==> config.mk <==
export PLATFORM = sky130hd
export DESIGN_NAME = mbx_top
export DESIGN_NICKNAME = d
export VERILOG_FILES = /design/src/rtl/mbx_pkg.sv /design/src/rtl/mbx_chan_bank.sv /design/src/rtl/mbx_side.sv /design/src/rtl/mbx_top.sv
export SDC_FILE = /design/constraint.sdc
export NUM_CORES = 1
export LEC_CHECK = 0
export ABC_AREA = 1
export CAP_MARGIN = 25
export CORE_UTILIZATION = 50
export DETAILED_ROUTE_END_ITERATION = 10
export GPL_ROUTABILITY_DRIVEN = 0
export PLACE_DENSITY = 0.69
export SYNTH_ARGS = -nofsm -noshare
export SYNTH_HDL_FRONTEND = slang
export SYNTH_HIERARCHICAL = 1
export SYNTH_SLANG_ARGS = --single-unit
==> constraint.sdc <==
create_clock -name clk -period 3.15 [get_ports clk]
set_clock_uncertainty 0.2 [all_clocks]
set_input_delay 0.63 -clock clk [delete_from_list [all_inputs] [get_ports clk]]
set_output_delay 0.63 -clock clk [all_outputs]
set_load 0.02 [all_outputs]
==> src/rtl/mbx_pkg.sv <==
package mbx_pkg;
  // word indices (addr[5:2])
  localparam int unsigned IDX_RX_BASE = 4;
  localparam int unsigned IDX_STAT    = 8;
  localparam int unsigned IDX_CTRL    = 9;

  // status word fields
  localparam int unsigned ST_FLG_LSB  = 0;
  localparam int unsigned ST_EVT_BIT  = 4;
  localparam int unsigned ST_BRS_BIT  = 7;
  localparam int unsigned ST_FUP_BIT  = 8;
  localparam int unsigned ST_REL_BIT  = 9;
  localparam int unsigned ST_TE_LSB   = 20;
  localparam int unsigned ST_RF_LSB   = 24;
  localparam int unsigned ST_GIP_LSB  = 28;

  // control word fields
  localparam int unsigned CT_FLG_LSB  = 0;
  localparam int unsigned CT_HOLD_BIT = 4;
  localparam int unsigned CT_CLR_BIT  = 5;
  localparam int unsigned CT_RELE_BIT = 6;
  localparam int unsigned CT_GIR_LSB  = 16;
  localparam int unsigned CT_TIE_LSB  = 20;
  localparam int unsigned CT_RIE_LSB  = 24;
  localparam int unsigned CT_GIE_LSB  = 28;

  // general interrupt raised on side A by the side B release
  localparam int unsigned REL_GI_IDX  = 3;

  typedef enum logic [2:0] {
    SEL_TX, SEL_RX, SEL_STAT, SEL_CTRL, SEL_NONE
  } reg_sel_e;
endpackage

==> src/rtl/mbx_chan_bank.sv <==
module mbx_chan_bank #(
  parameter int DW  = 32,
  parameter int NCH = 4,
  localparam int IW = $clog2(NCH)
) (
  input  logic                    clk,
  input  logic                    rst,
  input  logic                    put,
  input  logic [IW-1:0]           put_idx,
  input  logic [DW-1:0]           put_data,
  input  logic                    take,
  input  logic [IW-1:0]           take_idx,
  output logic [NCH-1:0]          full,
  output logic [NCH-1:0][DW-1:0]  data
);

  for (genvar i = 0; i < NCH; i++) begin : g_ch
    logic accept;
    assign accept = put && (put_idx == IW'(i)) && !full[i];

    always_ff @(posedge clk) begin
      if (rst) begin
        full[i] <= 1'b0;
        data[i] <= '0;
      end else begin
        if (accept) begin
          full[i] <= 1'b1;
          data[i] <= put_data;
        end else if (take && (take_idx == IW'(i))) begin
          full[i] <= 1'b0;
        end
      end
    end
  end

endmodule

==> src/rtl/mbx_side.sv <==
module mbx_side
  import mbx_pkg::*;
#(
  parameter int DW   = 32,
  parameter int NCH  = 4,
  parameter int NFLG = 3,
  parameter int NGI  = 4,
  parameter int AW   = 6,
  parameter bit IS_A = 1'b1,
  localparam int IW  = $clog2(NCH),
  localparam int RW  = AW - 2
) (
  input  logic                    clk,
  input  logic                    rst,
  input  logic                    acc_en,
  input  logic                    wr,
  input  logic                    rd,
  input  logic [AW-1:0]           addr,
  input  logic [DW-1:0]           wdata,
  output logic [DW-1:0]           rdata,
  output logic                    irq,
  input  logic [NCH-1:0]          tx_full,
  input  logic [NCH-1:0][DW-1:0]  tx_data,
  input  logic [NCH-1:0]          rx_full,
  input  logic [NCH-1:0][DW-1:0]  rx_data,
  output logic                    tx_put,
  output logic [IW-1:0]           tx_idx,
  output logic                    rx_take,
  output logic [IW-1:0]           rx_idx,
  input  logic [NFLG-1:0]         flag_in,
  output logic [NFLG-1:0]         flag_out,
  input  logic [NGI-1:0]          gi_in,
  output logic [NGI-1:0]          gi_req,
  output logic [NGI-1:0]          gi_pend,
  output logic                    hold_b,
  output logic                    b_in_rst,
  output logic                    rel_pend
);

  logic [RW-1:0] idx;
  logic          wr_ok, rd_ok, wr_ctl, wr_st;
  reg_sel_e      sel;

  assign idx    = addr[AW-1:2];
  assign wr_ok  = wr & acc_en;
  assign rd_ok  = rd & acc_en;
  assign wr_ctl = wr_ok && (idx == RW'(IDX_CTRL));
  assign wr_st  = wr_ok && (idx == RW'(IDX_STAT));

  always_comb begin
    if (idx < RW'(NCH))                                              sel = SEL_TX;
    else if (idx >= RW'(IDX_RX_BASE) && idx < RW'(IDX_RX_BASE + NCH)) sel = SEL_RX;
    else if (idx == RW'(IDX_STAT))                                   sel = SEL_STAT;
    else if (idx == RW'(IDX_CTRL))                                   sel = SEL_CTRL;
    else                                                             sel = SEL_NONE;
  end

  assign tx_put  = wr_ok && (sel == SEL_TX);
  assign tx_idx  = idx[IW-1:0];
  assign rx_take = rd_ok && (sel == SEL_RX);
  assign rx_idx  = IW'(idx - RW'(IDX_RX_BASE));

  // common control and signalling state
  logic [NFLG-1:0] cflag;
  logic            fup;
  logic [NCH-1:0]  tie, rie;
  logic [NGI-1:0]  gie;
  logic [NGI-1:0]  gip_clr, rel_gi;

  assign gip_clr = wr_st ? wdata[ST_GIP_LSB +: NGI] : '0;

  always_ff @(posedge clk) begin
    if (rst) begin
      cflag    <= '0;
      fup      <= 1'b0;
      flag_out <= '0;
      gi_req   <= '0;
      tie      <= '0;
      rie      <= '0;
      gie      <= '0;
      gi_pend  <= '0;
    end else begin
      if (wr_ctl) begin
        cflag  <= wdata[CT_FLG_LSB +: NFLG];
        fup    <= 1'b1;
        gi_req <= wdata[CT_GIR_LSB +: NGI];
        tie    <= wdata[CT_TIE_LSB +: NCH];
        rie    <= wdata[CT_RIE_LSB +: NCH];
        gie    <= wdata[CT_GIE_LSB +: NGI];
      end else begin
        gi_req <= '0;
        if (fup) begin
          flag_out <= cflag;
          fup      <= 1'b0;
        end
      end
      gi_pend <= (gi_pend & ~gip_clr) | gi_in | rel_gi;
    end
  end

  // reset control of the far side exists on side A only
  logic rel_en;
  if (IS_A) begin : g_rst_ctl
    logic hold_q, brs_q, rele_q, relp_q;
    always_ff @(posedge clk) begin
      if (rst) begin
        hold_q <= 1'b0;
        brs_q  <= 1'b0;
        rele_q <= 1'b0;
        relp_q <= 1'b0;
      end else begin
        if (wr_ctl) begin
          hold_q <= wdata[CT_HOLD_BIT];
          rele_q <= wdata[CT_RELE_BIT];
        end
        brs_q  <= hold_q;
        relp_q <= (relp_q & ~(wr_st & wdata[ST_REL_BIT])) | (brs_q & ~hold_q);
      end
    end
    assign hold_b   = hold_q;
    assign b_in_rst = brs_q;
    assign rel_pend = relp_q;
    assign rel_en   = rele_q;
    always_comb begin
      rel_gi             = '0;
      rel_gi[REL_GI_IDX] = brs_q & ~hold_q & rele_q;
    end
  end else begin : g_no_rst_ctl
    assign hold_b   = 1'b0;
    assign b_in_rst = 1'b0;
    assign rel_pend = 1'b0;
    assign rel_en   = 1'b0;
    assign rel_gi   = '0;
  end

  // register words
  logic [DW-1:0] st_word, ct_word, rmux;

  always_comb begin
    st_word                          = '0;
    st_word[ST_FLG_LSB +: NFLG]      = flag_in;
    st_word[ST_FUP_BIT]              = fup;
    st_word[ST_TE_LSB +: NCH]        = ~tx_full;
    st_word[ST_RF_LSB +: NCH]        = rx_full;
    st_word[ST_GIP_LSB +: NGI]       = gi_pend;
    st_word[ST_BRS_BIT]              = b_in_rst;
    st_word[ST_REL_BIT]              = rel_pend;
    st_word[ST_EVT_BIT]              = (|rx_full) | (|gi_pend) | rel_pend;
  end

  always_comb begin
    ct_word                      = '0;
    ct_word[CT_FLG_LSB +: NFLG]  = cflag;
    ct_word[CT_HOLD_BIT]         = hold_b;
    ct_word[CT_RELE_BIT]         = rel_en;
    ct_word[CT_GIR_LSB +: NGI]   = gi_req;
    ct_word[CT_TIE_LSB +: NCH]   = tie;
    ct_word[CT_RIE_LSB +: NCH]   = rie;
    ct_word[CT_GIE_LSB +: NGI]   = gie;
  end

  always_comb begin
    unique case (sel)
      SEL_TX:   rmux = tx_data[tx_idx];
      SEL_RX:   rmux = rx_data[rx_idx];
      SEL_STAT: rmux = st_word;
      SEL_CTRL: rmux = ct_word;
      default:  rmux = '0;
    endcase
  end

  always_ff @(posedge clk) begin
    if (rst) begin
      rdata <= '0;
      irq   <= 1'b0;
    end else begin
      rdata <= rd_ok ? rmux : '0;
      irq   <= (|(~tx_full & tie)) | (|(rx_full & rie)) | (|(gi_pend & gie));
    end
  end

  logic unused_bits;
  assign unused_bits = ^{addr[1:0], wdata};

endmodule

==> src/rtl/mbx_top.sv <==
module mbx_top
  import mbx_pkg::*;
#(
  parameter int DW   = 32,
  parameter int NCH  = 4,
  parameter int NFLG = 3,
  parameter int NGI  = 4,
  parameter int AW   = 6,
  localparam int IW  = $clog2(NCH)
) (
  input  logic          clk,
  input  logic          rst,
  input  logic          a_wr,
  input  logic          a_rd,
  input  logic [AW-1:0] a_addr,
  input  logic [DW-1:0] a_wdata,
  output logic [DW-1:0] a_rdata,
  output logic          a_irq,
  input  logic          b_wr,
  input  logic          b_rd,
  input  logic [AW-1:0] b_addr,
  input  logic [DW-1:0] b_wdata,
  output logic [DW-1:0] b_rdata,
  output logic          b_irq,
  output logic          b_core_rst
);

  // unit clear: side A control write with the clear bit, applied at this edge
  logic unit_rst;
  assign unit_rst = rst | (a_wr && (a_addr[AW-1:2] == (AW-2)'(IDX_CTRL)) && a_wdata[CT_CLR_BIT]);

  logic [NCH-1:0]         ab_full, ba_full;
  logic [NCH-1:0][DW-1:0] ab_data, ba_data;
  logic                   a_put, b_put, a_take, b_take;
  logic [IW-1:0]          a_put_idx, b_put_idx, a_take_idx, b_take_idx;
  logic [NFLG-1:0]        a_flag, b_flag;
  logic [NGI-1:0]         a_gir, b_gir, a_gip, b_gip;
  logic                   a_hold, a_brs, a_relp;
  logic                   b_hold_nc, b_brs_nc, b_relp_nc;

  mbx_chan_bank #(.DW(DW), .NCH(NCH)) u_ab (
    .clk(clk), .rst(unit_rst),
    .put(a_put), .put_idx(a_put_idx), .put_data(a_wdata),
    .take(b_take), .take_idx(b_take_idx),
    .full(ab_full), .data(ab_data)
  );

  mbx_chan_bank #(.DW(DW), .NCH(NCH)) u_ba (
    .clk(clk), .rst(unit_rst),
    .put(b_put), .put_idx(b_put_idx), .put_data(b_wdata),
    .take(a_take), .take_idx(a_take_idx),
    .full(ba_full), .data(ba_data)
  );

  mbx_side #(.DW(DW), .NCH(NCH), .NFLG(NFLG), .NGI(NGI), .AW(AW), .IS_A(1'b1)) u_sa (
    .clk(clk), .rst(unit_rst), .acc_en(1'b1),
    .wr(a_wr), .rd(a_rd), .addr(a_addr), .wdata(a_wdata),
    .rdata(a_rdata), .irq(a_irq),
    .tx_full(ab_full), .tx_data(ab_data), .rx_full(ba_full), .rx_data(ba_data),
    .tx_put(a_put), .tx_idx(a_put_idx), .rx_take(a_take), .rx_idx(a_take_idx),
    .flag_in(b_flag), .flag_out(a_flag),
    .gi_in(b_gir), .gi_req(a_gir), .gi_pend(a_gip),
    .hold_b(a_hold), .b_in_rst(a_brs), .rel_pend(a_relp)
  );

  mbx_side #(.DW(DW), .NCH(NCH), .NFLG(NFLG), .NGI(NGI), .AW(AW), .IS_A(1'b0)) u_sb (
    .clk(clk), .rst(unit_rst), .acc_en(~a_hold),
    .wr(b_wr), .rd(b_rd), .addr(b_addr), .wdata(b_wdata),
    .rdata(b_rdata), .irq(b_irq),
    .tx_full(ba_full), .tx_data(ba_data), .rx_full(ab_full), .rx_data(ab_data),
    .tx_put(b_put), .tx_idx(b_put_idx), .rx_take(b_take), .rx_idx(b_take_idx),
    .flag_in(a_flag), .flag_out(b_flag),
    .gi_in(a_gir), .gi_req(b_gir), .gi_pend(b_gip),
    .hold_b(b_hold_nc), .b_in_rst(b_brs_nc), .rel_pend(b_relp_nc)
  );

  assign b_core_rst = a_hold;

  logic unused_b_ctl;
  assign unused_b_ctl = b_hold_nc ^ b_brs_nc ^ b_relp_nc;

endmodule

==> qor.txt <==
slowest cell on the critical path = clkdlybuf4s50_1
Fmax = 395 MHz
number of global-route vias before repair = 21400
share of the clock period used by the worst path after layout = 80.3%
vias per inst = 5.51
clock transition at the registers of the reported paths = 70 ps
number of instances in the synthesized netlist = 3591
R2R Path End = u_sb/rdata[7]
length of routed met3 wiring = 7270 um
reg-to-reg critical path startpoint = u_sa/hold_b
detailed-routed wire length on met2 = 33600 um
cell breakdown of the critical path = clkdlybuf4s50_1
maximum level of the CTS H-tree = 2
die boundary height = 208 um
sum of negative setup slack = 0 ps
post-cts sizing count = 0
final instance area = 24500 um2
number of buffers inserted by port buffering = 144
count of endpoints failing hold in the final timing report = 0
Largest delay share family, worst path = buffers and inverters
slew at the pin closest to its max-slew limit = 773 ps
end of the worst hold path = u_sa/gie[3]
synthesis-to-layout area growth = 15.0%
Bufs on Longest Clock Path = 3
Worst Hold Path Cells = 2
total power per unit cell area = 478 nW/um2
pins over their slew limit = 0
detailed-router iteration count before antenna repair = 6
Worst Setup Start Kind = flop
Crit path required time = 2320 ps
Hold WS = 274 ps
Skew-Pair Late Insertion Delay = 580 ps
half-perimeter wire length after placement = 48300 um
hold_sp = u_sa/gie[3]
depth of the worst register-to-register path = 5
Final setup violation count = 0
# nets final = 3703
Critical Setup Path Class = reg2out
via count = 23100
endpoint class of the critical path = output pin
width of the die = 208 um
global-route wire length before repair = 116000 um
Slew headroom = 48.3%
number of DRC markers after the initial detailed-route iteration = 2436
Arr. time, crit path = 1700 ps
filler cell count = 4139
Max Cap Violations = 0
GR Util All Layers = 34.0%
layout cell share with drive strength beyond 1 = 5.64%
post-layout total power = 11700 uW
detailed-route wire length = 75400 um
CTS root buffer = clkbuf_16
highest metal layer used by the detailed router = met4
overall overflow remaining after global route = 0
number of diodes = 0
Final min period = 2530 ps
maximum resistive drop on vdd = 0.416 mV
flip-flop and latch area = 7770 um2
core area = 41900 um2
area of the multi-input gates = 10800 um2
Placement Rows = 75
synthesis warning total = 6
Starting Density = 50.8%
Post-CTS Hold Buffers = 0
buffer count from post-CTS setup fixing = 0
P_leak = 0.0112 uW
met1 WL = 29800 um
RSZ-0062 raised after global routing = false
average detailed-routed wire length per instance = 18.0 um
highest net fanout along the worst path = 4
CTS sink cnt = 388
count of antenna-violating nets left after detailed routing = 0
post-detailed-placement cell area = 23000 um2
top-level port count = 149
antenna violations before repair = 0
Hold Crit Class = reg2reg
TritonCTS clock tree = yes
drt drc = 0
Die Area = 43400 um2
Syn Area/Cell = 5.93 um2
Bufs and invs on worst path = 1
pin count of the biggest net entering global routing = 129
setup slack, reg-to-reg = 1020 ps
maximum single-stage delay on the critical path = 660 ps
post-synthesis instance area = 21300 um2
run status = finished clean
Inserted Clock Buffers = 44
-- state kept, by name, indices dropped and copies added, names as in the netlist, 32 cells and up --
name        flops
u_ab/data     128
u_ba/data     128
u_sa/rdata     32
u_sb/rdata     32
-- worst max-delay path by stage --
| stage | start | end | slack [ps] | cells after the start |
|---|---|---|---|---|
| after floorplan | a_addr[5] | u_sa/cflag[0] | 1090 | 9 |
| after global placement | a_wr | u_sa/rdata[5] | 200 | 10 |
| after detailed placement | b_addr[5] | u_sb/rie[3] | 170 | 7 |
| after CTS | u_sa/hold_b | b_core_rst | 580 | 1 |
| after global routing | b_addr[5] | u_sb/gie[3] | 460 | 7 |
| final | u_sa/hold_b | b_core_rst | 620 | 1 |
-- final cells by class --
| type | count | area share, % |
|---|---|---|
| Clock inverter | 18 | 0.817 |
| Inverter | 406 | 6.26 |
| Multi-Input combinational cell | 2556 | 43.9 |
| Clock buffer | 61 | 5.21 |
| Timing Repair Buffer | 225 | 9.33 |
| Sequential cell | 388 | 31.7 |
| Tap cell | 539 | 2.75 |
-- where the power goes --
part           switching (uW)  internal, uW  leakage (uW)
registers                57.0          4980       0.00313
clock network            2170          3150      0.000735
logic                     946           409       0.00731
-- cells in the final DEF (no fill, tap or decap), types with 2 or more instances in the layout --
cell             count
buf_12              20
a21oi_1            210
nand4_1              2
bufinv_16            4
clkbuf_1             7
o21ai_0             20
nand2_2              2
clkinv_4             2
clkbuf_16           45
inv_4                3
clkdlybuf4s50_1    140
o21ai_1             29
nor2_2              18
inv_2               11
nor2_4              10
buf_4               63
inv_1              389
conb_1               3
clkbuf_8             9
dfxtp_1            388
nor2_1             459
nand3_1            516
nor3_1               3
buf_2                2
nand3b_1             8
clkinv_2            13
o22ai_1              3
nand2_1           1268
-- per-stage QoR --
step / util [%] / std cells / setup WS (ps)
6_report: 58.4 / 4193 / 620
3_3_place_gp: 54.9 / 4114 / 205
3_5_place_dp: 54.9 / 4114 / 166
4_1_cts: 58.4 / 4193 / 585
5_1_grt: 58.4 / 4193 / 461
2_1_floorplan: - / 3593 / 1090
-- tightest hold or removal path: cells and delay by family (launching register included) --
| family | cells | cell delay (ps) |
|---|---|---|
| AOI/OAI and AO/OA | 1 | 50 |
| buffers and inverters | 1 | 60 |
| DFF | 1 | 310 |
-- routing by layer --
metal,GRT usage [%],vias to the layer above
met2,53.9,1255
met3,4.77,237
met1,43.5,10500
met5,0,-
met4,21.5,0
li1,-,11100
Power figures use the tool's default switching activity.
